File: config.mk
export PLATFORM = sky130hd
export DESIGN_NAME = enc_rd_master
export DESIGN_NICKNAME = d
export VERILOG_FILES = /design/src/rtl/enc_rd_pkg.sv /design/src/rtl/enc_rd_sync.sv /design/src/rtl/enc_rd_clkgen.sv /design/src/rtl/enc_rd_crc6.sv /design/src/rtl/enc_rd_master.sv
export SDC_FILE = /design/constraint.sdc
export NUM_CORES = 1
export LEC_CHECK = 0
export BUFFER_PORTS_ARGS = -buffer_cell sky130_fd_sc_hd__buf_2
export CORE_AREA = 4 4 99 92
export DETAILED_ROUTE_END_ITERATION = 10
export DIE_AREA = 0 0 103 96
export PLACE_DENSITY = 0.73
export SLEW_MARGIN = 20
export SYNTH_ARGS = -nofsm -noshare
export SYNTH_HDL_FRONTEND = slang
export SYNTH_SLANG_ARGS = --single-unit
File: constraint.sdc
create_clock -name clk -period 2.35 [get_ports clk]
set_input_delay 0.3525 -clock clk [delete_from_list [all_inputs] [get_ports clk]]
set_output_delay 0.3525 -clock clk [all_outputs]
set_load 0.01 [all_outputs]
File: src/rtl/enc_rd_pkg.sv
`timescale 1ns/1ps
package enc_rd_pkg;

  typedef enum logic [2:0] {
    ST_IDLE,
    ST_LEAD,
    ST_ACK,
    ST_ZERO,
    ST_DATA,
    ST_CRC,
    ST_FIN
  } rd_state_e;

  localparam int          CRC_W    = 6;
  localparam logic [5:0]  CRC_POLY = 6'b000011;

  // One serial step of the 6-bit check polynomial, message bit MSB first.
  function automatic logic [CRC_W-1:0] crc6_step(logic [CRC_W-1:0] cur, logic din);
    logic fb;
    fb = cur[CRC_W-1] ^ din;
    return {cur[CRC_W-2:0], 1'b0} ^ (fb ? CRC_POLY : '0);
  endfunction

endpackage

File: src/rtl/enc_rd_sync.sv
`timescale 1ns/1ps
module enc_rd_sync #(
  parameter int   STAGES  = 2,
  parameter logic RST_VAL = 1'b0
) (
  input  logic clk,
  input  logic rst_n,
  input  logic d_i,
  output logic q_o
);

  logic [STAGES-1:0] sync_q;

  always_ff @(posedge clk or negedge rst_n) begin
    if (!rst_n) begin
      sync_q <= {STAGES{RST_VAL}};
    end else begin
      sync_q <= {sync_q[STAGES-2:0], d_i};
    end
  end

  assign q_o = sync_q[STAGES-1];

endmodule

File: src/rtl/enc_rd_clkgen.sv
`timescale 1ns/1ps
module enc_rd_clkgen #(
  parameter int HALF_DIV = 4
) (
  input  logic clk,
  input  logic rst_n,
  input  logic run_i,
  output logic rise_o,
  output logic sclk_o
);

  localparam int CW = (HALF_DIV > 1) ? $clog2(HALF_DIV) : 1;

  logic [CW-1:0] cnt_q, cnt_d;
  logic          sclk_q, sclk_d;
  logic          tick;

  assign tick = run_i && (cnt_q == CW'(HALF_DIV - 1));

  always_comb begin
    cnt_d  = cnt_q;
    sclk_d = sclk_q;
    if (!run_i) begin
      cnt_d  = '0;
      sclk_d = 1'b1;
    end else if (tick) begin
      cnt_d  = '0;
      sclk_d = ~sclk_q;
    end else begin
      cnt_d  = cnt_q + 1'b1;
    end
  end

  always_ff @(posedge clk or negedge rst_n) begin
    if (!rst_n) begin
      cnt_q  <= '0;
      sclk_q <= 1'b1;
    end else begin
      cnt_q  <= cnt_d;
      sclk_q <= sclk_d;
    end
  end

  assign rise_o = tick && !sclk_q;
  assign sclk_o = sclk_q;

endmodule

File: src/rtl/enc_rd_crc6.sv
`timescale 1ns/1ps
module enc_rd_crc6
  import enc_rd_pkg::*;
(
  input  logic             clk,
  input  logic             rst_n,
  input  logic             clr_i,
  input  logic             en_i,
  input  logic             bit_i,
  output logic [CRC_W-1:0] crc_o
);

  logic [CRC_W-1:0] crc_q, crc_d;

  always_comb begin
    crc_d = crc_q;
    if (clr_i) begin
      crc_d = '0;
    end else if (en_i) begin
      crc_d = crc6_step(crc_q, bit_i);
    end
  end

  always_ff @(posedge clk or negedge rst_n) begin
    if (!rst_n) begin
      crc_q <= '0;
    end else begin
      crc_q <= crc_d;
    end
  end

  assign crc_o = crc_q;

endmodule

File: src/rtl/enc_rd_master.sv
`timescale 1ns/1ps
module enc_rd_master
  import enc_rd_pkg::*;
#(
  parameter int POS_W       = 26,
  parameter int HALF_DIV    = 4,
  parameter int ACK_LIMIT   = 32,
  parameter int SYNC_STAGES = 2
) (
  input  logic             clk,
  input  logic             rst_n,
  input  logic             req_i,
  input  logic             sdi_i,
  output logic             sclk_o,
  output logic             busy_o,
  output logic             done_o,
  output logic             timeout_o,
  output logic [POS_W-1:0] pos_o,
  output logic             err_o,
  output logic             warn_o,
  output logic             crc_ok_o
);

  localparam int DATA_W = POS_W + 2;
  localparam int BCW    = $clog2(DATA_W + 1);
  localparam int ACW    = $clog2(ACK_LIMIT + 1);

  rd_state_e         state_q, state_d;
  logic [BCW-1:0]    bit_cnt_q, bit_cnt_d;
  logic [ACW-1:0]    ack_cnt_q, ack_cnt_d;
  logic [DATA_W-1:0] data_sr_q, data_sr_d;
  logic [CRC_W-1:0]  crc_rx_q, crc_rx_d;
  logic [CRC_W-1:0]  crc_calc;
  logic              zero_bad_q, zero_bad_d;

  logic              sdi_s;
  logic              rise;
  logic              run;
  logic              crc_clr, crc_en, cap, to_set, to_clr;

  logic [POS_W-1:0]  pos_q;
  logic              err_q, warn_q, ok_q, done_q, to_q;

  // Return line into the system clock domain; reset value reads as not ready.
  enc_rd_sync #(
    .STAGES (SYNC_STAGES),
    .RST_VAL(1'b0)
  ) u_sync (
    .clk  (clk),
    .rst_n(rst_n),
    .d_i  (sdi_i),
    .q_o  (sdi_s)
  );

  assign run = (state_q != ST_IDLE) && (state_q != ST_FIN);

  enc_rd_clkgen #(
    .HALF_DIV(HALF_DIV)
  ) u_clkgen (
    .clk   (clk),
    .rst_n (rst_n),
    .run_i (run),
    .rise_o(rise),
    .sclk_o(sclk_o)
  );

  enc_rd_crc6 u_crc (
    .clk  (clk),
    .rst_n(rst_n),
    .clr_i(crc_clr),
    .en_i (crc_en),
    .bit_i(sdi_s),
    .crc_o(crc_calc)
  );

  // Next-state logic: every sample is taken on a rising tick, using the
  // bit the encoder launched one full period earlier.
  always_comb begin
    state_d    = state_q;
    bit_cnt_d  = bit_cnt_q;
    ack_cnt_d  = ack_cnt_q;
    data_sr_d  = data_sr_q;
    crc_rx_d   = crc_rx_q;
    zero_bad_d = zero_bad_q;
    crc_clr    = 1'b0;
    crc_en     = 1'b0;
    cap        = 1'b0;
    to_set     = 1'b0;
    to_clr     = 1'b0;
    unique case (state_q)
      ST_IDLE: begin
        if (req_i && sdi_s) begin
          state_d    = ST_LEAD;
          bit_cnt_d  = '0;
          zero_bad_d = 1'b0;
          crc_clr    = 1'b1;
          to_clr     = 1'b1;
        end
      end
      ST_LEAD: begin
        if (rise) begin
          if (bit_cnt_q == BCW'(1)) begin
            state_d   = ST_ACK;
            ack_cnt_d = '0;
          end else begin
            bit_cnt_d = bit_cnt_q + 1'b1;
          end
        end
      end
      ST_ACK: begin
        if (rise) begin
          if (sdi_s) begin
            state_d = ST_ZERO;
          end else if (ack_cnt_q == ACW'(ACK_LIMIT - 1)) begin
            state_d = ST_IDLE;
            to_set  = 1'b1;
          end else begin
            ack_cnt_d = ack_cnt_q + 1'b1;
          end
        end
      end
      ST_ZERO: begin
        if (rise) begin
          zero_bad_d = sdi_s;
          bit_cnt_d  = '0;
          state_d    = ST_DATA;
        end
      end
      ST_DATA: begin
        if (rise) begin
          data_sr_d = {data_sr_q[DATA_W-2:0], sdi_s};
          crc_en    = 1'b1;
          if (bit_cnt_q == BCW'(DATA_W - 1)) begin
            bit_cnt_d = '0;
            state_d   = ST_CRC;
          end else begin
            bit_cnt_d = bit_cnt_q + 1'b1;
          end
        end
      end
      ST_CRC: begin
        if (rise) begin
          crc_rx_d = {crc_rx_q[CRC_W-2:0], sdi_s};
          if (bit_cnt_q == BCW'(CRC_W - 1)) begin
            state_d = ST_FIN;
          end else begin
            bit_cnt_d = bit_cnt_q + 1'b1;
          end
        end
      end
      ST_FIN: begin
        cap     = 1'b1;
        state_d = ST_IDLE;
      end
      default: state_d = ST_IDLE;
    endcase
  end

  always_ff @(posedge clk or negedge rst_n) begin
    if (!rst_n) begin
      state_q    <= ST_IDLE;
      bit_cnt_q  <= '0;
      ack_cnt_q  <= '0;
      data_sr_q  <= '0;
      crc_rx_q   <= '0;
      zero_bad_q <= 1'b0;
    end else begin
      state_q    <= state_d;
      bit_cnt_q  <= bit_cnt_d;
      ack_cnt_q  <= ack_cnt_d;
      data_sr_q  <= data_sr_d;
      crc_rx_q   <= crc_rx_d;
      zero_bad_q <= zero_bad_d;
    end
  end

  // Result registers, loaded only on completion.
  always_ff @(posedge clk or negedge rst_n) begin
    if (!rst_n) begin
      pos_q  <= '0;
      err_q  <= 1'b0;
      warn_q <= 1'b0;
      ok_q   <= 1'b0;
    end else if (cap) begin
      pos_q  <= data_sr_q[DATA_W-1:2];
      err_q  <= ~data_sr_q[1];
      warn_q <= ~data_sr_q[0];
      ok_q   <= ((~crc_rx_q) == crc_calc) && !zero_bad_q;
    end
  end

  always_ff @(posedge clk or negedge rst_n) begin
    if (!rst_n) begin
      done_q <= 1'b0;
      to_q   <= 1'b0;
    end else begin
      done_q <= cap;
      if (to_set) begin
        to_q <= 1'b1;
      end else if (to_clr) begin
        to_q <= 1'b0;
      end
    end
  end

  assign busy_o    = (state_q != ST_IDLE);
  assign done_o    = done_q;
  assign timeout_o = to_q;
  assign pos_o     = pos_q;
  assign err_o     = err_q;
  assign warn_o    = warn_q;
  assign crc_ok_o  = ok_q;

endmodule

# Word level (Yosys, flattened, before mapping)
# Cells that the tools add are included.
# classes
n_reduce_logical	20
bitwise_logic	6
n_eq_ne	28
muxes	48
n_addsub	3
# ops
cell	count
6-bit 2-to-1 mux	7
5-bit 2-to-1 mux	8
3-bit 2-to-1 mux	11
2-bit inequality test (second input constant)	14
5-bit case mux with 5 select lines	1
3-bit case mux with 6 select lines	1
1-bit 2-to-1 mux	15
6-bit case mux with 2 select lines	1
10-bit AND reduction	1
3-bit equality test (second input constant)	3
8-bit AND reduction	1
2-bit nonzero test	4
6-bit by 1-bit adder with 6-bit output (second input constant)	1
3-bit by 2-bit equality test with 1-bit output (second input constant)	2
6-bit by 5-bit equality test with 1-bit output (second input constant)	1
6-bit equality test	1
2-bit 2-to-1 mux	3
6-bit NOT	1
6-bit AND reduction	1
6-bit XOR	1
5-bit by 1-bit adder with 5-bit output (second input constant)	1
5-bit by 1-bit equality test with 1-bit output (second input constant)	1
5-bit by 3-bit equality test with 1-bit output (second input constant)	1
5-bit equality test (second input constant)	1
15 further kinds	23
# word_totals
out_inout_bits	33
reg_bits	91

# Depth between registers and ports, before layout
# Gate-level depths: netlist of run 1.
# logic_depth
word_depth	8
ltp_mapped	7

# Modules after synthesis
# From an unflattened synthesis of run 1, not the netlist that was laid out.
# unflattened
cells_unflattened	349
hier_area_um2	3871.2
# modules_own_cells
mod	area_per_inst_um2	seq_area_each_um2	cells_per_inst	instances
enc_rd_master	3425.8	2001.9	314	1
enc_rd_crc6	269.0	150.1	23	1
enc_rd_clkgen	126.4	76.3	10	1
enc_rd_sync	50.0	50.0	2	1

# Worst setup path before layout of run 1
# OpenSTA, ideal clock, no wires.
# synth_path
path_type	register to register
start	register bit_cnt_q[1]
end	register bit_cnt_q[3]
path_buffers	0
slack_ns	0.547
t_arrival_ns	1.675
path_stages_with_launch	8
required_ns	2.222
path_cell_list	dfrtp_1 > inv_1 > ha_1 > or3b_4 > o31a_1 > o221ai_4 > or2_4 > o31ai_1
# synth_via
elab_chain_cells	4
# synth_rtl
item	line_no	text
from (decl)	enc_rd_master.sv:29	logic [BCW-1:0] bit_cnt_q, bit_cnt_d;
from (signal assigned)	enc_rd_master.sv:169	bit_cnt_q <= bit_cnt_d;
5-bit by 1-bit adder with 5-bit output / 5-bit equality test (equally long branches)	-	
5-bit 2-to-1 mux (on tied branches)	enc_rd_master.sv:144, enc_rd_master.sv:102, enc_rd_master.sv:133	
5-bit 2-to-1 mux (on tied branches)	enc_rd_master.sv:142, enc_rd_master.sv:101, enc_rd_master.sv:130	
5-bit case mux with 5 select lines	enc_rd_master.sv:90	unique case (state_q)
# Parallel ways exist; a longest one is shown, timed or not. The select of a mux whose other input is x is not followed.
# A chain may end at the register's enable or synchronous reset.

# Final worst setup path of run 1
# layout_path
start	register ack_cnt_q[0]
end	register ack_cnt_q[0]
# layout_via
elab_chain_cells	5
# layout_rtl
item	line_no	text
from (decl)	enc_rd_master.sv:30	logic [ACW-1:0] ack_cnt_q, ack_cnt_d;
from (signal assigned)	enc_rd_master.sv:170	ack_cnt_q <= ack_cnt_d;
6-bit by 1-bit adder with 6-bit output	enc_rd_master.sv:118	ack_cnt_d = ack_cnt_q + 1'b1;
6-bit 2-to-1 mux	enc_rd_master.sv:114	end else if (ack_cnt_q == ACW'(ACK_LIMIT - 1)) begin
6-bit 2-to-1 mux	enc_rd_master.sv:112	if (sdi_s) begin
6-bit 2-to-1 mux	enc_rd_master.sv:111	if (rise) begin
6-bit case mux with 2 select lines	enc_rd_master.sv:90	
# Parallel ways exist; a longest one is shown, timed or not. The select of a mux whose other input is x is not followed.

==> results of run 1 <==
[worst max-delay path: cells and delay by family, from the launching register on]
family,cells,cell delay [ns]
AO/OA/AOI/OAI,2,0.67
flip-flops,1,0.41
multiplexers,1,0.31
AND/OR/NAND/NOR,1,0.24
adder cells (fa/ha/maj),1,0.23
[cell families (layout without fill, tap and decap cells)]
group | count (synthesis) | after routing | share of synthesized area, %
AOI/OAI and AO/OA | 41 | 41 | 7.350
DFF | 91 | 91 | 57.94
xor gates and xnor gates | 8 | 8 | 1.782
muxes | 67 | 67 | 18.96
and+or+nand+nor | 70 | 70 | 10.34
buffers and inverters | 16 | 61 | 2.354
adders and majority gates | 4 | 4 | 1.273
[power by group through the flow]
stage	combinational [mW]	clock (mW)	sequential (mW)
CTS	0.839	1.10	1.95
global placement	0.810	0	1.97
detailed placement	0.836	0	1.98
floorplan	0.699	0	1.90
finish	0.827	1.07	1.95
global route	0.934	1.15	1.98
[cell usage after synthesis, types with 2 or more instances]
cell,instances
buf_4,3
and3_1,2
nor2b_1,6
buf_6,2
mux2_2,57
xnor2_1,5
nand2_1,14
a31oi_1,2
xor2_1,3
dfrtp_1,90
nand4_1,2
ha_1,4
o21ai_0,17
a21oi_2,2
inv_1,4
buf_2,5
o21ai_1,4
a21oi_1,4
o31ai_1,3
nor3_1,5
nand3_1,5
mux2_1,3
nor2_1,18
mux2i_1,7
nand2b_1,4
[cells in the final DEF (no fill, tap or decap), types with 4 or more instances in the layout]
master,Yosys,layout
mux2i_1,7,7
a21oi_1,4,4
nor2b_1,6,6
nand2_1,14,14
o21ai_0,17,17
inv_1,4,4
nor3_1,5,5
nor2_1,18,18
xnor2_1,5,5
ha_1,4,4
o21ai_1,4,4
clkbuf_8,0,9
nand2b_1,4,4
buf_2,5,35
nand3_1,5,5
buf_4,3,4
dfrtp_1,90,90
mux2_2,57,57
[metal layers]
layer / up-vias / global-route usage, %
met5: - / 0
met3: 10 / 2.609
met1: 1198 / 20.41
li1: 1129 / -
met2: 37 / 22.92
met4: 0 / 6.472
[final timing paths]
check                            startpoint          endpoint  cells after the start
max in group asynchronous             rst_n   u_clkgen.sclk_o                      2
min reg2reg                u_sync.sync_q[0]  u_sync.sync_q[1]                      0
max                            ack_cnt_q[0]      ack_cnt_q[0]                      5
min in group clk                      sdi_i  u_sync.sync_q[0]                      1
max reg2reg                    ack_cnt_q[0]      ack_cnt_q[0]                      5
min                                   rst_n        state_q[0]                      1
[sequential cells by signal (all words and copies together), names as in the netlist, 3 cells and up]
name	flops
data_sr_q	28
u_crc.crc_o	6
ack_cnt_q	6
crc_rx_q	6
pos_o	26
bit_cnt_q	5
state_q	3
[per-stage QoR]
stage                     utilization [%]  setup WS (ns)
after floorplan                         -         0.5465
after global placement              52.91         0.4761
after detailed placement            52.91         0.4315
after CTS                           55.39         0.4002
after global routing                55.39         0.2770
final                               55.39         0.3846
[area by class of cell]
class	instances	area (sq um)
well taps	99	123.9
fillers	675	3565
flip-flops and latches	91	2278
clock inverters	6	73.82
inverters	5	18.77
multi-input cells	190	1562
repair buffers	41	245.2
clock buffers	9	123.9
==> results.ini, run 1 <==
[status]
status = finished clean

[timing]
period_needed_ns = 1.965
tns_ns = 0
fmax_mhz = 508.8
tightest_slew_ns = 0.7036
skew_ns = 0.01288
setup-violations-final = 0
maxSlewHeadroom_pct = 53.09
slew_viol_final = 0
hold_viol = 0
grt_setup_unrepaired = no
holdWs_ns = 0.03539
period_share_pct = 83.63

[critical_path]
cpPeakStageDelay_ns = 0.44
crit_arrival_ns = 2.21
critical_path_required_ns = 2.59
endpoint_kind = flop
critPathSlowestCell = a2111oi_0
critPathMaxFanout = 6
path_cells = ha_1 > and3_1 > a2111oi_0 > o21ai_1 > mux2_2
rrSetupSlack_ns = 0.38
start_kind = flop
crit_type = reg -> reg

[logic_synthesis]
yosysSeqAreaShare_pct = 57.94
netlist_instances = 297
synth-seq-cells = 91
syn_nets = 305
synth_ff_type = dfrtp_1
synth_area_sq_mm = 0.003933
synth_area_leader_cell = dfrtp_1
async_flop_share_pct = 100.0
synth.distinct_cells = 51
synth_top_area_share_pct = 57.27
yosys_warnings = 0
synth.area.top_cells = dfrtp_1 (57%), mux2_2 (16%), o21ai_0 (2.2%)
synth_edf_count = 0
syn_area_per_cell_sq_um = 13.24

[clocking]
clk-insertion-delay-late_ns = 0.35
cts_buffers = 9
root_buffer = clkbuf_8
holdBufCountCts = 0
cts_resized = 0
cts_setup_buffers = 0
clockBufferDepth = 2
cts.sinks = 91
cts_tree = built
cts.htree.levels = 3
clk_pin_slew_worst_paths_ns = 0.09

[pwr]
ir_worst_vdd_uv = 392.0
p_int_mw = 2.610
p_leak_nw = 2.223
finalPower_mw = 3.843
p_switching_mw = 1.233
p_comb_share_pct = 21.5
power_frac_seq_pct = 50.8
p_sw_share_pct = 32.08
power_frac_clock_pct = 27.7
powerDensity_mw_per_mm2 = 868.5

[cells_and_area]
antenna_cells = 0
design_area_sq_mm = 0.004425
layout.nets = 346
instances_no_fill = 441
area_growth_pct = 12.54
drive_above_1_share_pct = 38.01

[route]
wl_um = 6597
vias_per_cell = 5.383
drtIter0Drc = 123
firstDrtPassIters = 4
dr_wl_met2_um = 3137
met1_length_um = 3148
vias = 2374
drc_errors = 0
wl_met3_um = 197
drt-wirelength-per-cell_um = 14.96
top_layer_used = met4
ant_nets = 0

[floorplan]
rows = 31
die_w_um = 103
die_h_um = 96
dieArea_sq_mm = 0.009888
core-area_sq_mm = 0.007990
start_util_pct = 49.22
io-pin-count = 37

[place]
dp.cells = 426
place.gp.congestion = 0.8223
portBuffers = 36
place_area_sq_mm = 0.004228
dp_hpwl_um = 4532

[global_routing]
grt_pass1_wl_um = 11560
grt_pass1_vias = 2430
overflow = 0
antenna_found_initial = 0
grt_max_degree = 57
grtUsageTotal_pct = 14.78

[min_path]
hold_class = in -> async

[job]
cap_violations = 0

Power figures use the tool's default switching activity.
==> inputs of run 2 (changes only) <==
--- a/config.mk
+++ b/config.mk
@@ -9,7 +9,7 @@
 export CORE_AREA = 4 4 99 92
 export DETAILED_ROUTE_END_ITERATION = 10
 export DIE_AREA = 0 0 103 96
-export PLACE_DENSITY = 0.73
+export PLACE_DENSITY = 0.75
 export SLEW_MARGIN = 20
 export SYNTH_ARGS = -nofsm -noshare
 export SYNTH_HDL_FRONTEND = slang
==> constraint.sdc (replaced) <==
create_clock -name clk -period 1.6 [get_ports clk]
set_input_delay 0.24 -clock clk [delete_from_list [all_inputs] [get_ports clk]]
set_output_delay 0.24 -clock clk [all_outputs]
set_load 0.01 [all_outputs]
==> run 2 against run 1 <==
The run now ends with setup timing left. First-iteration DRC count grew 6.5%. Combinational power increased to 2.6 times the previous value. Critical path depth rose by 2. Clock-buffer cell count is the same. Global-route usage is 3.1 points higher. Setup slack worse by 0.63 ns. Routed wire length is 37% higher. Sequential share of layout area shrank 8.2 points. Largest cell class unchanged. Largest power group unchanged. Highest routed layer unchanged.
==> results.ini, run 2 (synthesized netlist as in run 1, its figures left out) <==
[status]
status = complete, but fails checks  ; was finished clean
violations = setup timing

[route]
firstDrtPassIters = 4  ; unchanged
drtIter0Drc = 131  ; was 123
ant_nets = 0  ; unchanged
drt-wirelength-per-cell_um = 18.30  ; was 14.96 um
vias = 2734  ; was 2374
drc_errors = 0  ; unchanged
vias_per_cell = 5.546  ; was 5.383
wl_um = 9023  ; was 6597 um

[cells_and_area]
layout_commonest_cell = dfrtp_1  ; unchanged
area_growth_pct = 34.11  ; was 12.54%
fin_util_pct = 66.00  ; was 55.39%
drive_above_1_share_pct = 52.03  ; was 38.01%
largest_register_ffs = 28  ; unchanged
layout_common_cells = dfrtp_1 (87), buf_4 (37), buf_2 (34)  ; was dfrtp_1 (90), mux2_2 (57), buf_2 (35)
layout.nets = 397  ; was 346
regMostFlops = data_sr_q  ; unchanged
instances_no_fill = 493  ; was 441
antenna_cells = 0  ; unchanged
fillCellCount = 537  ; was 675

[floorplan]
core-area_sq_mm = 0.007990  ; unchanged
die_h_um = 96  ; unchanged
dieArea_sq_mm = 0.009888  ; unchanged
start_util_pct = 49.22  ; unchanged
rows = 31  ; unchanged
die_w_um = 103  ; unchanged
io-pin-count = 37  ; unchanged

[clocking]
clockBufferDepth = 2  ; unchanged
cts.sinks = 91  ; unchanged
clk-insertion-delay-late_ns = 0.36  ; was 0.35 ns
cts_buffers = 9  ; unchanged
cts.htree.levels = 3  ; unchanged
root_buffer = clkbuf_8  ; unchanged
cts_tree = built  ; unchanged
clk_pin_slew_worst_paths_ns = 0.10  ; was 0.09 ns

[min_path]
hold_class = in -> async  ; unchanged

[critical_path]
start_kind = flop  ; unchanged
crit_type = reg -> reg  ; unchanged
endpoint_kind = flop  ; unchanged
critical_path_required_ns = 1.84  ; was 2.59 ns
critPathMaxFanout = 7  ; was 6
crit_arrival_ns = 2.09  ; was 2.21 ns

[global_routing]
overflow = 0  ; unchanged
grt_pass1_vias = 2807  ; was 2430
grtUsageTotal_pct = 17.84  ; was 14.78%
grt_max_degree = 34  ; was 57
antenna_found_initial = 0  ; unchanged
grt_pass1_wl_um = 13590  ; was 11560 um

[place]
place.gp.congestion = 0.8002  ; was 0.8223
portBuffers = 36  ; unchanged
dp_hpwl_um = 5031  ; was 4532 um
dp.cells = 455  ; was 426

[pwr]
ir_worst_vdd_uv = 1180  ; was 392.0 uV
p_leak_nw = 2.631  ; was 2.223 nW
powerDensity_mw_per_mm2 = 1229  ; was 868.5 mW/mm^2

[timing]
tightest_slew_ns = 0.4536  ; was 0.7036 ns
fin_ws_ns = -0.2427  ; was 0.3846 ns
slew_viol_final = 0  ; unchanged
maxSlewHeadroom_pct = 69.76  ; was 53.09%
hold_viol = 0  ; unchanged
tns_ns = -3.494  ; was 0 ns
skew_ns = 0.01202  ; was 0.01288 ns
period_needed_ns = 1.843  ; was 1.965 ns
setup-violations-final = 47  ; was 0
grt_setup_unrepaired = yes  ; was no
fmax_mhz = 542.7  ; was 508.8 MHz
period_share_pct = 115.2  ; was 83.63%
holdWs_ns = 0.3466  ; was 0.03539 ns

[job]
cap_violations = 0  ; unchanged

run 2: cell count changes in the layout (fill, tap and decap cells not counted), sizes merged:
cell	previous run	this run
bufinv	1	0
inv	7	8
dlygate4sd3	0	2
clkbuf	9	13
clkinv	1	2
buf	41	86
run 2: final cells by class:
cell class | instances | area, sq um | area share, %
Sequential cell | 91 | 2282 | 43.27
Multi-Input combinational cell | 190 | 1813 | 34.38
Timing Repair Buffer | 92 | 830.8 | 15.75
Clock buffer | 9 | 123.9 | 2.349
Tap cell | 99 | 123.9 | 2.349
Clock inverter | 7 | 68.82 | 1.305
Inverter | 5 | 31.28 | 0.5931
run 2: metal layers:
| metal | wire (um) | up-vias | global-route usage [%] |
|---|---|---|---|
| li1 | - | 1246 | - |
| met1 | 3865 | 1399 | 23.00 |
| met2 | 4653 | 77 | 30.13 |
| met3 | 383 | 12 | 3.261 |
| met4 | 122 | 0 | 6.365 |
| met5 | 0 | - | 0 |
run 2: worst max-delay path, cell delays in order (launching register included):
cell and delay [ns]:
dfrtp_1 0.39, inv_1 0.05, ha_1 0.13, or3b_4 0.39, o31a_1 0.28, o221ai_4 0.23
or2_4 0.20, o21ai_1 0.07
run 2: report_power, final:
group          switching, mW  internal [mW]  leakage (nW)
Sequential             0.242           2.56          1.23
Combinational           1.09           1.08          1.31
Clock                  0.907          0.605        0.0915
Total                   2.24           4.25          2.63
run 2: path summary, 6_finish.rpt:
check	startpoint	end	slack, ns	depth (start not counted)
setup reg to reg	bit_cnt_q[1]	bit_cnt_q[2]	-0.24	7
hold / removal	rst_n	u_clkgen.cnt_q[0]	0.35	2
hold reg to reg	u_sync.sync_q[0]	u_sync.sync_q[1]	0.39	0
max in group asynchronous	rst_n	state_q[1]	0.72	3
min in group clk	req_i	timeout_o	0.35	4
setup / recovery	bit_cnt_q[1]	bit_cnt_q[2]	-0.24	7
run 2: through the flow:
step | instance area [sq um] | setup WS, ns | total power, mW
global placement | 4583 | -0.2025 | 4.433
floorplan | 4059 | -0.1907 | 3.879
detailed placement | 4583 | -0.2674 | 4.497
finish | 5274 | -0.2427 | 6.483
global route | 5274 | -0.3177 | 6.811
CTS | 5089 | -0.2402 | 6.234
run 2: what timing repair did:
action	CTS	global route
endpoints found under the setup margin	50	75
setup buffers	8	6
gates resized for setup	35	16
hold buffers	2	0
hold endpoints to repair	31	0
pin swaps	9	4
gates cloned	3	4
==> inputs of run 3 (changes only) <==
--- a/config.mk
+++ b/config.mk
@@ -9,7 +9,7 @@
 export CORE_AREA = 4 4 99 92
 export DETAILED_ROUTE_END_ITERATION = 10
 export DIE_AREA = 0 0 103 96
-export PLACE_DENSITY = 0.75
+export PLACE_DENSITY = 0.7
 export SLEW_MARGIN = 20
 export SYNTH_ARGS = -nofsm -noshare
 export SYNTH_HDL_FRONTEND = slang
==> run 3 against run 2 <==
The run still ends with setup timing left. Critical path type unchanged. Total power increased by 0.84%. Global-route usage decreased by 0.67 points. Register-to-register slack improved by 0.02 ns. Largest power group unchanged. Highest routed layer unchanged. Sequential share of layout area increased by 0.65 points. Hold slack got worse by 0.025 ns. Sequential power about the same. Routed wire length decreased by 10%. Die area unchanged.
==> results.ini, run 3 (synthesized netlist as in run 1, its figures left out) <==
[min_path]
hold_class = in -> async  ; unchanged

[critical_path]
crit_arrival_ns = 2.06  ; was 2.09 ns
critPathSlowestCell = dfrtp_1  ; unchanged
start_kind = flop  ; unchanged
path_cells = inv_1 > ha_1 > or3b_4 > o31a_1 > o221ai_4 > or2_4 > o31ai_1  ; was inv_1 > ha_1 > or3b_4 > o31a_1 > o221ai_4 > or2_4 > o21ai_1
endpoint_kind = flop  ; unchanged
critical_path_required_ns = 1.85  ; was 1.84 ns
crit_type = reg -> reg  ; unchanged
path_delay_family = simple AND/OR/NAND/NOR gates  ; unchanged
critPathMaxFanout = 7  ; unchanged
path_buf_inv = 1  ; unchanged
cpPeakStageDelay_ns = 0.39  ; about the same

[clocking]
clockBufferDepth = 2  ; unchanged
clk-insertion-delay-late_ns = 0.36  ; about the same
cts_buffers = 9  ; unchanged
clk_pin_slew_worst_paths_ns = 0.10  ; about the same
cts_tree = built  ; unchanged
cts.sinks = 91  ; unchanged
root_buffer = clkbuf_8  ; unchanged
cts.htree.levels = 3  ; unchanged

[route]
vias = 2627  ; was 2734
drtIter0Drc = 100  ; was 131
firstDrtPassIters = 4  ; unchanged
vias_per_cell = 5.318  ; was 5.546
wl_um = 8107  ; was 9023 um
drt-wirelength-per-cell_um = 16.41  ; was 18.30 um
drc_errors = 0  ; unchanged
ant_nets = 0  ; unchanged

[floorplan]
dieArea_sq_mm = 0.009888  ; unchanged
core-area_sq_mm = 0.007990  ; unchanged
rows = 31  ; unchanged
die_h_um = 96  ; unchanged
start_util_pct = 49.22  ; unchanged
die_w_um = 103  ; unchanged
io-pin-count = 37  ; unchanged

[timing]
period_needed_ns = 1.820  ; was 1.843 ns
period_share_pct = 113.7  ; was 115.2%
maxSlewHeadroom_pct = 75.38  ; was 69.76%
hold_viol = 0  ; unchanged
tightest_slew_ns = 0.3693  ; was 0.4536 ns
setup-violations-final = 35  ; was 47
fmax_mhz = 549.5  ; was 542.7 MHz
skew_ns = 0.01693  ; was 0.01202 ns
fin_ws_ns = -0.2198  ; was -0.2427 ns
grt_setup_unrepaired = yes  ; unchanged
slew_viol_final = 0  ; unchanged

[global_routing]
grt_pass1_wl_um = 13030  ; was 13590 um
overflow = 0  ; unchanged
grt_pass1_vias = 2685  ; was 2807
antenna_found_initial = 0  ; unchanged
grt_max_degree = 36  ; was 34
grtUsageTotal_pct = 17.17  ; was 17.84%

[cells_and_area]
fillCellCount = 591  ; was 537
ff_latch_area_sq_mm = 0.002282  ; unchanged
design_area_sq_mm = 0.005196  ; was 0.005274 sq mm
layout_commonest_cell = dfrtp_1  ; unchanged
layout_common_cells = dfrtp_1 (87), buf_4 (43), buf_2 (34)  ; was dfrtp_1 (87), buf_4 (37), buf_2 (34)
area_growth_pct = 32.13  ; was 34.11%
largest_register_ffs = 28  ; unchanged
multiInputGateArea_sq_mm = 0.001798  ; was 0.001813 sq mm
antenna_cells = 0  ; unchanged
instances_no_fill = 494  ; was 493
layout.nets = 398  ; was 397
regMostFlops = data_sr_q  ; unchanged
drive_above_1_share_pct = 51.90  ; was 52.03%

[pwr]
p_leak_nw = 2.600  ; was 2.631 nW
finalPower_mw = 6.538  ; was 6.483 mW
powerDensity_mw_per_mm2 = 1258  ; was 1229 mW/mm^2
ir_worst_vdd_uv = 772.3  ; was 1180 uV

[place]
place_area_sq_mm = 0.004573  ; was 0.004583 sq mm
portBuffers = 36  ; unchanged
dp.cells = 452  ; was 455
dp_hpwl_um = 4879  ; was 5031 um
place.gp.congestion = 0.7765  ; was 0.8002

[job]
cap_violations = 0  ; unchanged

[status]
status = complete, but fails checks  ; unchanged
violations = setup timing  ; unchanged

[run 3: changes by cell type in the layout (fill, tap and decap cells not counted), moves of 2 or more]
cell        previous run  this run
clkinv_4               0         2
clkbuf_16              4         1
buf_12                 7         4
nor2_4                 2         0
ha_2                   2         0
nor2_2                 2         4
clkinvlp_4             2         0
buf_4                 37        43
nand2_2                1         3
nand2_4                3         1
[run 3: area by class of cell]
class                           instances  share of cell area (%)
Sequential cell                        91                   43.92
Multi-Input combinational cell        190                   34.60
Clock inverter                          7                   1.734
Tap cell                               99                   2.384
Timing Repair Buffer                   93                   14.47
Inverter                                5                  0.5057
Clock buffer                            9                   2.384
[run 3: path summary, 6_finish.rpt]
path                       slack, ns                to  cells past startpoint              from
setup reg to reg               -0.22      bit_cnt_q[3]                      7      bit_cnt_q[1]
max in group asynchronous       0.72   u_clkgen.sclk_o                      3             rst_n
hold reg to reg                 0.37  u_sync.sync_q[1]                      0  u_sync.sync_q[0]
hold / removal                  0.32         pos_o[15]                      2             rst_n
min in group clk                0.37  u_sync.sync_q[1]                      0  u_sync.sync_q[0]
setup / recovery               -0.22      bit_cnt_q[3]                      7      bit_cnt_q[1]
[run 3: metal layers]
| layer | wire length, um | up-vias | track usage [%] |
|---|---|---|---|
| met5 | 0 | - | 0 |
| met4 | 110 | 0 | 4.531 |
| met3 | 301 | 12 | 5.000 |
| met2 | 4142 | 37 | 28.31 |
| met1 | 3552 | 1333 | 22.25 |
| li1 | - | 1245 | - |
[run 3: power by group]
group	switching, mW	internal [mW]
Combinational	1.03	1.09
Clock	0.862	0.757
Sequential	0.232	2.56
[run 3: per-stage QoR]
stage,util (%),hold slack (ns),TNS [ns],setup slack [ns]
floorplan,-,-0.05559,-1.540,-0.1907
global placement,57.23,0.1820,-2.911,-0.2079
detailed placement,57.23,0.1839,-3.572,-0.2549
CTS,63.73,0.3176,-2.908,-0.2301
global route,65.03,0.3363,-6.324,-0.3431
finish,65.03,0.3216,-2.964,-0.2198
[run 3: repair_timing]
item,CTS,global route
endpoints found under the hold margin,25,0
hold buffers,2,0
pin swaps,10,6
endpoints found under the setup margin,47,54
cloned,3,1
gates resized for setup,34,12
setup buffers,12,10
